**src/rtl/fcvt_pkg.sv**
```systemverilog
package fcvt_pkg;
  localparam int INT_W  = 32;
  localparam int FRAC_W = 52;
  localparam int EXP_W  = 13;

  typedef enum logic [1:0] {
    RND_NEAREST = 2'b00,
    RND_PLUS    = 2'b01,
    RND_MINUS   = 2'b10,
    RND_ZERO    = 2'b11
  } rnd_mode_e;

  typedef struct packed {
    logic                     sign;
    logic signed [EXP_W-1:0]  exp_unb;
    logic [FRAC_W-1:0]        frac;
    logic                     is_nan;
    logic                     is_inf;
    logic                     is_zero;
    logic                     is_tiny;
  } fp_fields_t;
endpackage

```
**src/rtl/fcvt_unpack.sv**
```systemverilog
module fcvt_unpack
  import fcvt_pkg::*;
(
  input  logic [63:0] operand,
  input  logic        is_double,
  output fp_fields_t  fields
);
  localparam int D_BIAS = 1023;
  localparam int S_BIAS = 127;
  localparam int PAD_W  = FRAC_W - 23;

  always_comb begin
    fields = '0;
    if (is_double) begin
      fields.sign    = operand[63];
      fields.frac    = operand[51:0];
      fields.exp_unb = $signed({2'b00, operand[62:52]}) - EXP_W'(D_BIAS);
      fields.is_nan  = (&operand[62:52]) && (|operand[51:0]);
      fields.is_inf  = (&operand[62:52]) && !(|operand[51:0]);
      fields.is_zero = !(|operand[62:52]) && !(|operand[51:0]);
      fields.is_tiny = !(|operand[62:52]) && (|operand[51:0]);
    end else begin
      fields.sign    = operand[31];
      fields.frac    = {operand[22:0], {PAD_W{1'b0}}};
      fields.exp_unb = $signed({5'b00000, operand[30:23]}) - EXP_W'(S_BIAS);
      fields.is_nan  = (&operand[30:23]) && (|operand[22:0]);
      fields.is_inf  = (&operand[30:23]) && !(|operand[22:0]);
      fields.is_zero = !(|operand[30:23]) && !(|operand[22:0]);
      fields.is_tiny = !(|operand[30:23]) && (|operand[22:0]);
    end
  end
endmodule

```
**src/rtl/fcvt_round.sv**
```systemverilog
module fcvt_round
  import fcvt_pkg::*;
(
  input  fp_fields_t          fields,
  input  rnd_mode_e           mode,
  output logic [INT_W+1:0]    rmag,
  output logic                big
);
  localparam int SIG_W = FRAC_W + 1;
  localparam int T_W   = SIG_W + INT_W;

  logic [T_W-1:0]   shifted;
  logic [INT_W:0]   mag;
  logic             guard;
  logic             sticky;
  logic             inc;

  always_comb begin
    shifted = '0;
    mag     = '0;
    guard   = 1'b0;
    sticky  = 1'b0;
    big     = 1'b0;
    if (fields.is_zero || fields.is_nan || fields.is_inf) begin
      mag = '0;
    end else if (fields.is_tiny) begin
      sticky = 1'b1;
    end else if (fields.exp_unb > EXP_W'(INT_W)) begin
      big = 1'b1;
    end else if (fields.exp_unb >= 0) begin
      shifted = {{INT_W{1'b0}}, 1'b1, fields.frac} << fields.exp_unb[5:0];
      mag     = shifted[T_W-1:FRAC_W];
      guard   = shifted[FRAC_W-1];
      sticky  = |shifted[FRAC_W-2:0];
    end else if (fields.exp_unb == -EXP_W'(1)) begin
      guard  = 1'b1;
      sticky = |fields.frac;
    end else begin
      sticky = 1'b1;
    end
  end

  always_comb begin
    unique case (mode)
      RND_NEAREST: inc = guard && (sticky || mag[0]);
      RND_MINUS:   inc = fields.sign && (guard || sticky);
      default:     inc = 1'b0;
    endcase
  end

  assign rmag = {1'b0, mag} + {{(INT_W+1){1'b0}}, inc};
endmodule

```
**src/rtl/fcvt_to_int.sv**
```systemverilog
module fcvt_to_int
  import fcvt_pkg::*;
(
  input  logic              clk,
  input  logic              rst_n,
  input  logic              in_valid,
  input  logic [63:0]       operand,
  input  logic              is_double,
  input  logic              is_signed,
  input  logic              force_rz,
  input  logic [1:0]        rmode,
  output logic              out_valid,
  output logic [INT_W-1:0]  result,
  output logic              invalid,
  output logic              mode_err
);
  localparam logic [INT_W+1:0] S_POS_LIM = (INT_W+2)'((64'd1 << (INT_W-1)) - 64'd1);
  localparam logic [INT_W+1:0] S_NEG_LIM = (INT_W+2)'(64'd1 << (INT_W-1));
  localparam logic [INT_W+1:0] U_POS_LIM = (INT_W+2)'((64'd1 << INT_W) - 64'd1);
  localparam logic [INT_W-1:0] S_MAX     = {1'b0, {(INT_W-1){1'b1}}};
  localparam logic [INT_W-1:0] S_MIN     = {1'b1, {(INT_W-1){1'b0}}};

  fp_fields_t        fields;
  rnd_mode_e         eff_mode;
  logic [INT_W+1:0]  rmag;
  logic              big;
  logic              over;
  logic              inv_d;
  logic              err_d;
  logic [INT_W-1:0]  res_d;
  logic              vld_q;
  logic [INT_W-1:0]  res_q;
  logic              inv_q;
  logic              err_q;

  fcvt_unpack u_unpack (
    .operand   (operand),
    .is_double (is_double),
    .fields    (fields)
  );

  always_comb begin
    err_d = 1'b0;
    if (force_rz) begin
      eff_mode = RND_ZERO;
    end else if (rnd_mode_e'(rmode) == RND_PLUS) begin
      eff_mode = RND_ZERO;
      err_d    = 1'b1;
    end else begin
      eff_mode = rnd_mode_e'(rmode);
    end
  end

  fcvt_round u_round (
    .fields (fields),
    .mode   (eff_mode),
    .rmag   (rmag),
    .big    (big)
  );

  always_comb begin
    if (fields.sign) begin
      over = is_signed ? (rmag > S_NEG_LIM) : (rmag != '0);
    end else begin
      over = is_signed ? (rmag > S_POS_LIM) : (rmag > U_POS_LIM);
    end
    over  = over || big || fields.is_inf;
    inv_d = over || fields.is_nan;
    if (fields.is_nan) begin
      res_d = '0;
    end else if (over) begin
      if (is_signed) res_d = fields.sign ? S_MIN : S_MAX;
      else           res_d = fields.sign ? '0 : '1;
    end else if (fields.sign) begin
      res_d = ~rmag[INT_W-1:0] + INT_W'(1);
    end else begin
      res_d = rmag[INT_W-1:0];
    end
  end

  always_ff @(posedge clk or negedge rst_n) begin
    if (!rst_n) begin
      vld_q <= 1'b0;
      res_q <= '0;
      inv_q <= 1'b0;
      err_q <= 1'b0;
    end else begin
      vld_q <= in_valid;
      if (in_valid) begin
        res_q <= res_d;
        inv_q <= inv_d;
        err_q <= err_d;
      end
    end
  end

  assign out_valid = vld_q;
  assign result    = res_q;
  assign invalid   = inv_q;
  assign mode_err  = err_q;
endmodule

```
**config.mk**
```make
export PLATFORM = sky130hd
export DESIGN_NAME = fcvt_to_int
export DESIGN_NICKNAME = d
export VERILOG_FILES = /design/src/rtl/fcvt_pkg.sv /design/src/rtl/fcvt_unpack.sv /design/src/rtl/fcvt_round.sv /design/src/rtl/fcvt_to_int.sv
export SDC_FILE = /design/constraint.sdc
export NUM_CORES = 1
export LEC_CHECK = 0
export ABC_CLOCK_PERIOD_IN_PS = 800
export CORE_MARGIN = 8
export CORE_UTILIZATION = 49
export DETAILED_ROUTE_END_ITERATION = 16
export PLACE_DENSITY = 0.78
export RECOVER_POWER = 25
export SLEW_MARGIN = 0
export SYNTH_ARGS = -nofsm -noshare
export SYNTH_HDL_FRONTEND = slang
export SYNTH_SLANG_ARGS = --single-unit
```
**constraint.sdc**
```tcl
create_clock -name clk -period 0.8 [get_ports clk]
set_input_delay 0.12 -clock clk [delete_from_list [all_inputs] [get_ports clk]]
set_output_delay 0.12 -clock clk [all_outputs]
set_load 0.1 [all_outputs]
```
==> results of run 1 <==
==> kinds of logic after synthesis <==
group / synth area share
compound gates: 0.3080
fa+ha+maj: 0.01249
simple gates: 0.2712
mux: 0.1952
xor+xnor: 0.05396
buf+inv: 0.07170
flops: 0.08743
==> through the flow <==
step / util / setup slack, ns / TNS (ns)
CTS: 0.8593 / -5.456 / -186.53
detailed placement: 0.7937 / -6.578 / -209.99
global placement: 0.7937 / -6.178 / -201.42
floorplan: - / -5.343 / -175.72
==> metal layers <==
metal | GRT overflow | global-route usage
met3 | 7 | 0.7329
met1 | 5 | 0.7978
met5 | 2 | 0.3386
met4 | 217 | 0.8967
met2 | 443 | 0.9701
==> cell usage after synthesis, types with 8 or more instances <==
cell and n:
ha_1 10, o221ai_1 11, xor2_1 20, and2_1 16, mux2_2 52, or2_2 11, a211o_1 10, inv_1 45
or4_1 10, buf_4 20, a31oi_1 20, buf_2 26, nand2_1 118, xnor2_1 38, nor2_1 90, nand3_1 62
nand4_1 33, a21oi_1 55, nand2b_1 21, o22ai_1 29, a211oi_1 18, or3_1 19, mux2i_1 110, and3_1 13
clkbuf_1 35, o21ai_0 59, nor3_1 49, buf_1 8, buf_6 8, mux4_2 9, a22oi_1 14, a2bb2oi_1 9
o221ai_2 29, a21o_1 18, o211ai_1 17, nor4_1 34, dfrtp_1 35, a32oi_1 9, nor2b_1 9
==> repair_timing <==
item,CTS
pin swaps,36
cloned,7
endpoints found under the setup margin,69
buffers inserted,40
resized for setup,140
hold buffers,0
==> flow_metrics.env, run 1 <==
export IMPL_synth_edf_count=0
export IMPL_lastStage="global routing (5_1_grt)"
export IMPL_dp_hpwl_mm=45.93
export IMPL_grt_usage=0.8324
export IMPL_synth_top_cell_by_area="mux2i_1"
export IMPL_ys_seq_elements=35
export IMPL_cts_made_buffers=5
export IMPL_post_place_cells=2216
export IMPL_initial_utilization=0.4967
export IMPL_place_area_um2=16010
export IMPL_synth_ff_type="dfrtp_1"
export IMPL_grt_overflow=674
export IMPL_grt_max_degree=36
export IMPL_die_y_um=159.0
export IMPL_syn_area_um2=10020
export IMPL_synthesis_nets=1426
export IMPL_synth_avg_cell_area_um2=7.453
export IMPL_worst_ep_kind="register input"
export IMPL_yosysTopAreaCellShare=0.1099
export IMPL_root_buffer="clkbuf_16"
export IMPL_outcome="did not finish"
export IMPL_synth_distinct_cells=101
export IMPL_postGrtWorstEndpoint="result[14]$_DFFE_PN0P_/D"
export IMPL_gp_congestion=1.203
export IMPL_ys_warn_count=0
export IMPL_ys_seq_area_frac=0.08743
export IMPL_synthCells=1344
export IMPL_numPortBuffers=106
export IMPL_cts_buffer_depth=2
export IMPL_cts_sinks=35
export IMPL_cts_max_level=2
export IMPL_pin_count=107
export IMPL_ys_top_cells_by_area="mux2i_1 11%, dfrtp_1 8.7%, mux2_2 5.8%, nand2_1 4.4%, o221ai_2 4.3%"
export IMPL_die_w_um=159.0
export IMPL_synthArstFlopShare=1.000
export IMPL_num_rows=52
export IMPL_firstError="[ERROR GRT-0232] Routing congestion too high. Check the congestion heatmap in the GUI."
==> run 2: changes to the inputs <==
Settings changed: CORE_UTILIZATION 49 to 34, PLACE_DENSITY 0.78 to unset, PLACE_DENSITY_LB_ADDON set to 0.15.
==> run 2 against run 1 <==
Effect of this change:
- the flow now finishes, with violations (negative setup slack)
- synthesized cell count is the same
- area after synthesis is the same
==> flow_metrics.env, run 2 <==
export IMPL_yosysTopAreaCellShare=0.1099
export IMPL_path_class="input pin to register"
export IMPL_ys_seq_elements=35
export IMPL_grt_pass1_wl_mm=91.53
export IMPL_maxCapViolations=0
export IMPL_crit_top_cell="buf_4"
export IMPL_finalHoldViolCount=0
export IMPL_area_growth_pct=81.33
export IMPL_skew_ns=0
export IMPL_cp_end_kind="register"
export IMPL_grt_max_degree=36
export IMPL_fin_tns_setup_ns=-187.77
export IMPL_die_w_um=187.6
export IMPL_diodes=0
export IMPL_vias=14730
export IMPL_cts_sinks=35
export IMPL_slowest_delay_ns=0.52
export IMPL_synth_distinct_cells=101
export IMPL_final_common_cell="buf_4"
export IMPL_yosysMostFrequentCell="nand2_1"
export IMPL_antenna_found_initial=1
export IMPL_synth_top_cell_by_area="mux2i_1"
export IMPL_synth_ff_type="dfrtp_1"
export IMPL_synth_edf_count=0
export IMPL_clk_latency_ns=0.28
export IMPL_ys_warn_count=0
export IMPL_dp_slack_ns=-6.641
export IMPL_grt_usage=0.3328
export IMPL_crit_slowest_cell="or4b_4"
export IMPL_grt_pass1_vias=14810
export IMPL_antenna_left=0
export IMPL_worst_slew_pin_slew_ns=0.6875
export IMPL_fmax_mhz=158.5
export IMPL_cellLeakagePower_nw=7.914
export IMPL_synthesis_nets=1426
export IMPL_nets=2162
export IMPL_cts_tree="yes"
export IMPL_synthArstFlopShare=1.000
export IMPL_cts_made_buffers=5
export IMPL_min_path_cells=2
export IMPL_numPortBuffers=106
export IMPL_grt_overflow=0
export IMPL_synth_common_cells="118 x nand2_1, 110 x mux2i_1, 90 x nor2_1"
export IMPL_cts_buffer_depth=2
export IMPL_remaining_drc_errors=0
export IMPL_core_um2=29320
export IMPL_synthCells=1344
export IMPL_gp_congestion=1.015
export IMPL_report_final_slew_viol_count=0
export IMPL_cp_arrival_ns=6.50
export IMPL_maxSlewHeadroom=0.5368
export IMPL_fin_crit_sh=7.889
export IMPL_setup_ws_ns=-5.511
export IMPL_rsz0062_at_grt="true"
export IMPL_setup_violations=69
export IMPL_outcome="complete, but fails checks"
export IMPL_path_clk_slew_ns=0.05
export IMPL_ys_top_cells_by_area="mux2i_1 11%, dfrtp_1 8.7%, mux2_2 5.8%, nand2_1 4.4%, o221ai_2 4.3%"
export IMPL_vias_per_cell=5.963
export IMPL_synth_avg_cell_area_um2=7.453
export IMPL_wl_per_cell_um=24.79
export IMPL_post_route_min_period_ns=6.311
export IMPL_cp_required_ns=0.99
export IMPL_r2r_slack_ns=-0.08
export IMPL_root_buffer="clkbuf_16"
export IMPL_pin_count=107
export IMPL_num_rows=63
export IMPL_violations="negative setup slack"
export IMPL_cts_max_level=2
export IMPL_powerDensity_nw_per_um2=1427
export IMPL_die_y_um=187.6
export IMPL_vdd_ir_drop_max_mv=0.8363
export IMPL_r2r_cells=3
export IMPL_initial_utilization=0.3416
export IMPL_routed_wl_mm=61.24
export IMPL_dp_hpwl_mm=50.37
export IMPL_first_iter_violations=1429
export IMPL_syn_area_um2=10020
export IMPL_critical_path_max_fanout=8
export IMPL_ys_seq_area_frac=0.08743
export IMPL_die_area_um2=35210
export IMPL_largest_reg_flops=32
export IMPL_critPathLaunchType="input pin"
export IMPL_hold_path_class="input pin to register"
export IMPL_dr_pass1_iters=8
export IMPL_layout_drive_gt1_share=0.5005
export IMPL_layout_common_cells="687 x buf_4, 114 x nand2_1, 96 x mux2i_1"
-- run 2: worst paths after layout --
| path | startpoint | to |
|---|---|---|
| max in group asynchronous | rst_n | result[18]$_DFFE_PN0P_ |
| worst max register to register | result[26]$_DFFE_PN0P_ | result[26]$_DFFE_PN0P_ |
| worst min-delay path | in_valid | out_valid$_DFF_PN0_ |
| min in group asynchronous | rst_n | mode_err$_DFFE_PN0P_ |
| worst max-delay path | operand[52] | result[9]$_DFFE_PN0P_ |
| worst min register to register | invalid$_DFFE_PN0P_ | invalid$_DFFE_PN0P_ |
-- run 2: what timing repair did --
item / 4_1_cts / 5_1_grt
hold buffers: 0 / 0
endpoints found under the setup margin: 68 / 69
pin swaps: 50 / 28
setup buffers: 52 / 17
cloned: 7 / 0
resized for setup: 146 / 43
-- run 2: metrics by stage --
stage,cell area (µm²),instances,power [W],utilization,hold slack (ns)
floorplan,10260,1344,0.01215,-,-0.1756
global placement,16510,2388,0.02171,0.5631,0.3844
detailed placement,16510,2388,0.02174,0.5631,0.3880
CTS,17810,2454,0.02513,0.6075,0.1000
global route,18160,2470,0.02690,0.6194,0.1988
finish,18160,2470,0.02592,0.6194,0.1806
-- run 2: area by class of cell --
cell class / count / area (µm²)
inverters: 47 / 183.9
clock buffers: 6 / 138.9
multi-input cells: 1165 / 9300
fillers: 2711 / 11160
flip-flops and latches: 35 / 922.1
well taps: 390 / 488.0
clock inverters: 1 / 5.005
repair buffers: 826 / 7126
-- run 2: metal layers --
metal  vias up  GRT usage  wire, µm
met5         -          0         0
met4         0     0.1830      4073
met3       213    0.04458      4235
met2       745     0.5737     28930
met1      7037     0.3945     24010
li1       6734          -         -
-- run 2: logic make-up (layout without fill, tap and decap cells) --
kind of cell    after synthesis  in the layout  share of synthesized area
flops                        35             35                    0.08743
simple gates                518            518                     0.2712
compound gates              400            400                     0.3080
buf+inv                     146            880                    0.07170
xor+xnor                     60             60                    0.05396
fa+ha+maj                    10             10                    0.01249
mux                         175            177                     0.1952
-- run 2: critical path, delay by kind of cell --
| kind | cells | cell delay (ns) |
|---|---|---|
| AO/OA/AOI/OAI | 11 | 2.06 |
| adder cells (fa/ha/maj) | 3 | 0.65 |
| buffers and inverters | 9 | 1.22 |
| multiplexers | 1 | 0.31 |
| AND/OR/NAND/NOR | 8 | 2.08 |
-- run 2: where the power goes --
group	switching [W]	internal (W)	total, W
clock network	0.000712	0.00121	0.00193
registers	0.000418	0.00221	0.00263
logic	0.0117	0.00962	0.0214
No activity file was read; power rests on OpenSTA's default activity.
